**config.mk**
```make
export PLATFORM = sky130hd
export DESIGN_NAME = ordq_admit
export DESIGN_NICKNAME = d
export VERILOG_FILES = /design/src/rtl/ordq_pkg.sv /design/src/rtl/ordq_occ.sv /design/src/rtl/ordq_grp.sv /design/src/rtl/ordq_admit.sv
export SDC_FILE = /design/constraint.sdc
export NUM_CORES = 1
export LEC_CHECK = 0
export BUFFER_PORTS_ARGS = -buffer_cell sky130_fd_sc_hd__buf_2
export CORE_ASPECT_RATIO = 0.9
export CORE_UTILIZATION = 28
export DETAILED_ROUTE_END_ITERATION = 10
export MAX_ROUTING_LAYER = met4
export REMOVE_ABC_BUFFERS = 1
export SETUP_SLACK_MARGIN = 0.05
export SYNTH_ARGS = -nofsm -noshare
export SYNTH_HDL_FRONTEND = slang
export SYNTH_SLANG_ARGS = --single-unit
```
**constraint.sdc**
```tcl
create_clock -name clk -period 2.42 [get_ports clk]
set_input_delay 0.121 -clock clk [delete_from_list [all_inputs] [get_ports clk]]
set_output_delay 0.121 -clock clk [all_outputs]
set_load 0.05 [all_outputs]
```
**src/rtl/ordq_pkg.sv**
```systemverilog
package ordq_pkg;

  localparam logic [1:0] ST_OK      = 2'd0;
  localparam logic [1:0] ST_LQ_FULL = 2'd1;
  localparam logic [1:0] ST_SQ_FULL = 2'd2;

  // A bounded queue is full when every slot is in use; size 0 is unbounded
  function automatic logic q_full(input int unsigned used, input int unsigned size);
    return (size != 0) && (used == size);
  endfunction

  // Load-side blocking takes priority over store-side blocking
  function automatic logic [1:0] admit_status(input logic ld, input logic st,
                                              input logic lq_full, input logic sq_full);
    if (ld && lq_full) return ST_LQ_FULL;
    if (st && sq_full) return ST_SQ_FULL;
    return ST_OK;
  endfunction

endpackage

```
**src/rtl/ordq_occ.sv**
```systemverilog
module ordq_occ #(
  parameter int unsigned SIZE = 4,
  parameter int unsigned CW   = 4
) (
  input  logic          clk,
  input  logic          rst_n,
  input  logic          acq,
  input  logic          rel,
  output logic [CW-1:0] used,
  output logic          full,
  output logic          rel_on_empty
);
  localparam logic [CW-1:0] CNT_TOP = '1;

  logic acq_ok;
  logic rel_ok;

  assign full         = ordq_pkg::q_full(32'(used), SIZE);
  assign rel_ok       = rel && (used != '0);
  assign rel_on_empty = rel && (used == '0);
  assign acq_ok       = acq && (used != CNT_TOP);

  always_ff @(posedge clk) begin
    if (!rst_n) begin
      used <= '0;
    end else begin
      case ({acq_ok, rel_ok})
        2'b10:   used <= used + 1'b1;
        2'b01:   used <= used - 1'b1;
        default: used <= used;
      endcase
    end
  end
endmodule

```
**src/rtl/ordq_grp.sv**
```systemverilog
module ordq_grp #(
  parameter int unsigned GW = 4
) (
  input  logic            clk,
  input  logic            rst_n,
  input  logic            acc,
  input  logic            is_ld,
  input  logic            is_st,
  input  logic            is_se,
  input  logic            no_alias,
  output logic [GW-1:0]   new_id,
  output logic [3:0]      edge_valid,
  output logic [4*GW-1:0] edge_src
);
  localparam int unsigned NSLOT = 4;
  localparam logic [GW-1:0] GID_TOP = '1;

  // Slot roles: 0 latest store, 1 latest load, 2 latest load barrier, 3 latest store barrier
  function automatic logic [GW-1:0] gid_after(input logic [GW-1:0] g);
    return (g == GID_TOP) ? GW'(1) : g + 1'b1;
  endfunction

  logic [GW-1:0] nid_q;
  logic [GW-1:0] last_q [NSLOT];
  logic [NSLOT-1:0] want;
  logic [NSLOT-1:0] upd;
  logic lbar;
  logic sbar;

  assign lbar = is_ld && is_se;
  assign sbar = is_st && is_se;

  assign want[0] = is_st || (is_ld && !no_alias);
  assign want[1] = is_st || lbar;
  assign want[2] = is_ld;
  assign want[3] = is_st;

  assign upd[0] = is_st;
  assign upd[1] = is_ld;
  assign upd[2] = lbar;
  assign upd[3] = sbar;

  assign new_id = acc ? nid_q : '0;

  always_ff @(posedge clk) begin
    if (!rst_n)   nid_q <= GW'(1);
    else if (acc) nid_q <= gid_after(nid_q);
  end

  for (genvar k = 0; k < NSLOT; k++) begin : g_slot
    assign edge_valid[k]          = acc && want[k] && (last_q[k] != '0);
    assign edge_src[k*GW +: GW]   = last_q[k];

    always_ff @(posedge clk) begin
      if (!rst_n)             last_q[k] <= '0;
      else if (acc && upd[k]) last_q[k] <= nid_q;
    end
  end
endmodule

```
**src/rtl/ordq_admit.sv**
```systemverilog
module ordq_admit #(
  parameter int unsigned LQ_SIZE = 4,
  parameter int unsigned SQ_SIZE = 3,
  parameter int unsigned CW      = 4,
  parameter int unsigned GW      = 4
) (
  input  logic            clk,
  input  logic            rst_n,
  input  logic            cfg_no_alias,
  input  logic            disp_valid,
  input  logic            disp_ld,
  input  logic            disp_st,
  input  logic            disp_se,
  output logic [1:0]      disp_status,
  output logic            disp_accept,
  output logic [GW-1:0]   disp_gid,
  output logic [3:0]      edge_valid,
  output logic [4*GW-1:0] edge_src,
  input  logic            ld_retire,
  input  logic            st_commit,
  output logic [CW-1:0]   lq_used,
  output logic [CW-1:0]   sq_used,
  output logic            rel_err
);
  logic lq_full;
  logic sq_full;
  logic lq_bad_rel;
  logic sq_bad_rel;
  logic is_mem;
  logic acc;

  assign is_mem      = disp_ld || disp_st;
  assign disp_status = ordq_pkg::admit_status(disp_ld, disp_st, lq_full, sq_full);
  assign acc         = disp_valid && is_mem && (disp_status == ordq_pkg::ST_OK);
  assign disp_accept = acc;

  ordq_occ #(.SIZE(LQ_SIZE), .CW(CW)) u_lq (
    .clk(clk), .rst_n(rst_n), .acq(acc && disp_ld), .rel(ld_retire),
    .used(lq_used), .full(lq_full), .rel_on_empty(lq_bad_rel)
  );

  ordq_occ #(.SIZE(SQ_SIZE), .CW(CW)) u_sq (
    .clk(clk), .rst_n(rst_n), .acq(acc && disp_st), .rel(st_commit),
    .used(sq_used), .full(sq_full), .rel_on_empty(sq_bad_rel)
  );

  ordq_grp #(.GW(GW)) u_grp (
    .clk(clk), .rst_n(rst_n), .acc(acc), .is_ld(disp_ld), .is_st(disp_st),
    .is_se(disp_se), .no_alias(cfg_no_alias), .new_id(disp_gid),
    .edge_valid(edge_valid), .edge_src(edge_src)
  );

  always_ff @(posedge clk) begin
    if (!rst_n)                       rel_err <= 1'b0;
    else if (lq_bad_rel || sq_bad_rel) rel_err <= 1'b1;
  end
endmodule

```
# Word level (Yosys, flattened, before mapping)
# Memories as Yosys holds them, arrays and structs flattened.
# Index checks and enable logic that the tools add are counted.
[word_totals] reg_bits=13 ram_bits=16 in_bits=9 out_inout_bits=36 elab_cells=90 n_memories=1
[mem_list] name="u_grp.last_q" words=4 word_bits=4 rd=4 rd_clocked_by_memory_dff=0 write_ports=4 line="ordq_grp.sv:24" source="logic [GW-1:0] last_q [NSLOT];"
[op_classes] add_sub_neg=5 eq_ne=9 n_mux=28 n_bitwise=4 reduce_logical=39
[op_table] operator="4-bit 2-to-1 mux" count=6
[op_table] operator="4-bit nonzero test" count=6
[op_table] operator="1-bit logical AND" count=23
[op_table] operator="1-bit 2-to-1 mux" count=16
[op_table] operator="4-bit case mux with 2 select lines" count=2
[op_table] operator="4-bit by 1-bit adder with 4-bit output (second input constant)" count=3
[op_table] operator="4-bit zero test" count=2
[op_table] operator="2-bit 2-to-1 mux" count=4
[op_table] operator="4-bit != test (second input constant)" count=2
[op_table] operator="4-bit by 1-bit subtractor with 4-bit output (second input constant)" count=2
[op_table] operator="2-bit by 1-bit equality test with 1-bit output (second input constant)" count=2
[op_table] operator="2-bit equality test (second input constant)" count=2
[op_table] operator="4-bit by 2-bit equality test with 1-bit output (second input constant)" count=1
[op_table] operator="4-bit by 3-bit equality test with 1-bit output (second input constant)" count=1
[op_table] operator="4-bit equality test (second input constant)" count=1
[op_table] operator="1-bit logical OR" count=4
[op_table] operator="1-bit OR" count=4
[op_table] operator="2-bit nonzero test" count=2
[op_table] operator="2-bit zero test" count=1
[op_table] operator="1-bit zero test" count=1

# Longest topological paths before layout
[logic_depth] depth_word=13 mapped_depth=13 mapped_depth_nobuf=11

# Hierarchy
# Synthesis repeated with hierarchy kept, for this count alone.
[hier_totals] cells_unflattened=160 hier_area_um2=1586.5
[modules_own_cells] mod="ordq_grp" instances=1 cells_per_inst=84 area_per_inst_um2=884.6
[modules_own_cells] mod="ordq_occ at u_lq" instances=1 cells_per_inst=34 area_per_inst_um2=317.8
[modules_own_cells] mod="ordq_occ at u_sq" instances=1 cells_per_inst=33 area_per_inst_um2=305.3
[modules_own_cells] mod="ordq_admit" instances=1 cells_per_inst=9 area_per_inst_um2=78.8

# Least setup slack after synthesis
# OpenSTA, ideal clock, no wires.
[synth_path] path_type="register to register" startpoint="register u_lq.used[1]" endpoint="register u_lq.used[2]" arrival_time_ps=2907 slack_ps=-557 stages_incl_launch_ff=14 synth_period_minus_slack_ps=2977 path_cell_list="dfxtp_1 -> buf_2 -> nor3_1 -> a31oi_2 -> buf_4 -> nand3_4 -> a41o_1 -> ha_1 -> xor2_1 -> ha_1 -> a21oi_1 -> xor2_1 -> or3_1 -> a21boi_1"
[synth_via] elab_chain_cells=10 elab_cells_between_ends=17
[synth_rtl] item="from (decl)" line="ordq_occ.sv:9" source="output logic [CW-1:0] used,"
[synth_rtl] item="from (signal assigned)" line="ordq_occ.sv:28" source="2'b10: used <= used + 1'b1;"
[synth_rtl] item="from (signal assigned)" line="ordq_occ.sv:29" source="2'b01: used <= used - 1'b1;"
[synth_rtl] item="from (signal assigned)" line="ordq_occ.sv:30" source="default: used <= used;"
[synth_rtl] item="4-bit by 3-bit equality test with 1-bit output" line="ordq_pkg.sv:9" source="return (size != 0) && (used == size);"
[synth_rtl] item="1-bit logical AND" line="ordq_pkg.sv:15" source="if (ld && lq_full) return ST_LQ_FULL;"
[synth_rtl] item="1-bit 2-to-1 mux" line="ordq_pkg.sv:15"
[synth_rtl] item="2-bit 2-to-1 mux" line="ordq_pkg.sv:16" source="if (st && sq_full) return ST_SQ_FULL;"
[synth_rtl] item="2-bit zero test" line="ordq_admit.sv:34" source="assign acc = disp_valid && is_mem && (disp_status == ordq_pkg::ST_OK);"
[synth_rtl] item="1-bit logical AND" line="ordq_admit.sv:34"
[synth_rtl] item="1-bit logical AND" line="ordq_admit.sv:38" source=".clk(clk), .rst_n(rst_n), .acq(acc && disp_ld), .rel(ld_retire),"
[synth_rtl] item="1-bit logical AND" line="ordq_occ.sv:21" source="assign acq_ok = acq && (used != CNT_TOP);"
[synth_rtl] item="2-bit by 1-bit equality test with 1-bit output or 2-bit equality test (tied branches)" line="ordq_occ.sv:27" source="case ({acq_ok, rel_ok})"
[synth_rtl] item="4-bit case mux with 2 select lines or 2-bit nonzero test (tied branches)"
# Parallel ways exist; a longest one is shown, timed or not.
# A chain may end at the register's enable or synchronous reset.

# Worst setup path in the final report
[layout_path] startpoint="register u_lq.used[3]" endpoint="register u_lq.used[2]"
# Same word-level chain as after synthesis.

==> flow_summary.yaml <==
outcome:
  status: "complete, no violations"
sta:
  rsz0062_at_grt: "true"
  fin_worst_skew_ps: 4.917
  fin_tns_setup_ps: 0
  min_period_ps: 2279
  tightest_slew_ps: 376.8
  relSlewSlack_pct: 74.88
  final_hold_viol_count: 0
  clock.fmax_mhz: 438.8
  finalCritPeriodShare_pct: 94.17
  finalSetupViolations: 0
  whs_ps: 130.3
  maxSlewViolCount: 0
floorplan:
  coreArea_sq_mm: 0.005411
  dieArea_sq_mm: 0.006109
  row_count: 25
  start_util_pct: 30.01
  io_pins: 45
  chipHeight_microns: 74.25
  die_x_microns: 82.28
place:
  dpl.hpwl_microns: 2781
  routabilityCongestion: 0.7977
  portBuffers: 44
setup_path:
  cp_top_family: "compound AO/OA/AOI/OAI gates"
  r2r_setup_slack_ps: 140
  cp_slowest_cell: "dfxtp_2"
  r2r_cells: 11
  critPathKind: "reg -> reg"
  critPathCaptureType: "flip-flop"
  r2r-end: "u_lq.used[2]"
  crit_path_max_fanout: 5
  max_stage_delay_ps: 370
  worstPathArrival_ps: 2490
  crit_buf_inv: 0
  critPathLaunchType: "flip-flop"
  cp_data_required_time_ps: 2630
  path_cells: "nor3_2, a31oi_2, nand3_4, a41o_1, ha_1, xor2_1, ha_1, a21oi_2, xor2_1, or3_1, a21boi_1"
  r2r_start: "u_lq.used[3]"
synth:
  synthTopCellsByArea: "edfxtp_1 (30%), dfxtp_1 (16%), ha_1 (5.4%), nor2_1 (5.1%), mux2i_1 (3.7%)"
  avgSynthCellArea_sq_um: 10.09
  synth_area_leader_cell: "edfxtp_1"
  yosys_warnings: 0
  synth_area_sq_mm: 0.001624
  synth-edff-count: 16
  synth-main-ff-cell: "edfxtp_1"
  synthCells: 161
  yosysUniqueCellTypes: 40
  ys_seq_elements: 29
  synth_top_area_share_pct: 29.58
  synth_seq_area_share_pct: 45.61
  synth_commonest_cells: "nor2_1 (22), edfxtp_1 (16), dfxtp_1 (13), nand2_1 (13)"
  synth.most_common_cell: "nor2_1"
  synthArstFlopShare_pct: 0
cts:
  cts_tree: "yes"
  htree_levels: 2
  cts_sinks: 29
  cts_root_buf: "clkbuf_8"
  path_clk_slew_ps: 70
  clockBufferDepth: 2
  insertion_delay_ps: 280
  holdBufCountCts: 0
  cts_buffers: 5
route:
  routed_wirelength_microns: 3680
  drtAntennaViolNets: 0
  dr.pass1.iters: 4
  drt_iter0_markers: 52
  wire_per_inst_microns: 12.78
  drc: 0
  vias_per_cell: 4.774
  routed-via-count: 1375
global_route:
  overflow: 0
  antenna_found_initial: 0
  grt_pass1_vias: 1223
  grt_first_pass_wirelength_microns: 5754
  grt_usage_pct: 13.16
  top_usage_layer: "met2"
  grt_start_max_net_pins: 23
  met2_usage_pct: 18.64
  met1_usage_pct: 17.62
  grt_use_met3_pct: 3.681
job:
  cap_violations: 0
final_layout:
  nets: 236
  diodes: 0
  syn_to_final_growth_pct: 30.28
  fin_util_pct: 39.10
  drive_gt1_share_pct: 38.46
min_path:
  hp-class: "in -> reg"
  min_from: "st_commit"
  hold_path_depth: 3
  min_to: "rel_err"
power_and_ir_drop:
  p_per_area_mw_per_mm2: 1024
  peakVddDrop_mv: 0.4174
  power.leakage_uw: 0.0009624
## sequential cells by signal, summed over array words and instances (netlist names)
name / count
u_grp.last_q: 16
u_grp.nid_q: 4
u_lq.used: 4
u_sq.used: 4
rel_err: 1
## power breakdown
| group | switching (uW) | internal [uW] | total [uW] |
|---|---|---|---|
| Sequential | 69.9 | 606 | 676 |
| Clock | 187 | 198 | 385 |
| Combinational | 700 | 407 | 1110 |
| Total | 956 | 1210 | 2170 |
## cell type report
class,count,area (sq um)
fillers,546,3296
multi-input cells,122,853.3
flip-flops and latches,29,744.5
repair buffers,60,340.3
well taps,67,83.83
clock buffers,5,68.82
clock inverters,3,17.52
inverters,2,7.507
## how the worst max path moves through the flow
stage / start / to / slack (ps) / cells after the start
floorplan: u_lq.used[1] / u_lq.used[2] / -670 / 11
global placement: u_lq.used[3] / u_lq.used[2] / 130 / 11
CTS: u_lq.used[3] / u_lq.used[2] / 50 / 11
global route: u_lq.used[3] / u_lq.used[2] / -9 / 11
detailed placement: u_lq.used[3] / u_lq.used[2] / 60 / 11
finish: u_lq.used[3] / u_lq.used[2] / 140 / 11
## placed cells by master (no fill, tap or decap), types with 6 or more instances in the layout
| cell | synthesis | final |
|---|---|---|
| nor2_1 | 22 | 22 |
| dfxtp_1 | 13 | 10 |
| buf_4 | 1 | 16 |
| edfxtp_1 | 16 | 16 |
| ha_1 | 7 | 7 |
| and3_1 | 7 | 7 |
| buf_2 | 4 | 44 |
| nand2_1 | 13 | 12 |
| a21oi_1 | 7 | 6 |
| mux2i_1 | 6 | 6 |
## cell families after synthesis
group / share of synthesized area (%)
flops: 45.61
compound gates: 9.939
fa+ha+maj: 5.393
simple gates: 28.27
xor+xnor: 3.775
mux: 3.698
buf+inv: 3.313
## per-layer routing
layer / part of all wire, % / routed length (microns) / up-vias
met5: 0 / 0 / -
met4: 1.7 / 64 / 0
met3: 6.5 / 240 / 7
met2: 45 / 1646 / 38
met1: 47 / 1728 / 632
li1: - / - / 698
## repair_timing
item                       in CTS  in global routing
pin swaps                       1                  1
setup endpoints to repair       1                  3
hold endpoints to repair        0                  0
resized for setup               0                  8
setup buffers                   0                  1
## per-stage QoR
stage	power [uW]	setup slack, ps	instance area [sq um]	instances
floorplan	1441	-666.6	1578	153
global placement	1752	130.0	1994	279
detailed placement	1754	56.40	1994	279
CTS	2148	53.76	2081	287
global route	2315	-8.529	2116	288
finish	2167	141.0	2116	288
## worst min-delay path, cell delays in order
cell and delay (ps):
buf_2 90, a221oi_1 70, nor2b_1 100
Power figures use the tool's default switching activity.
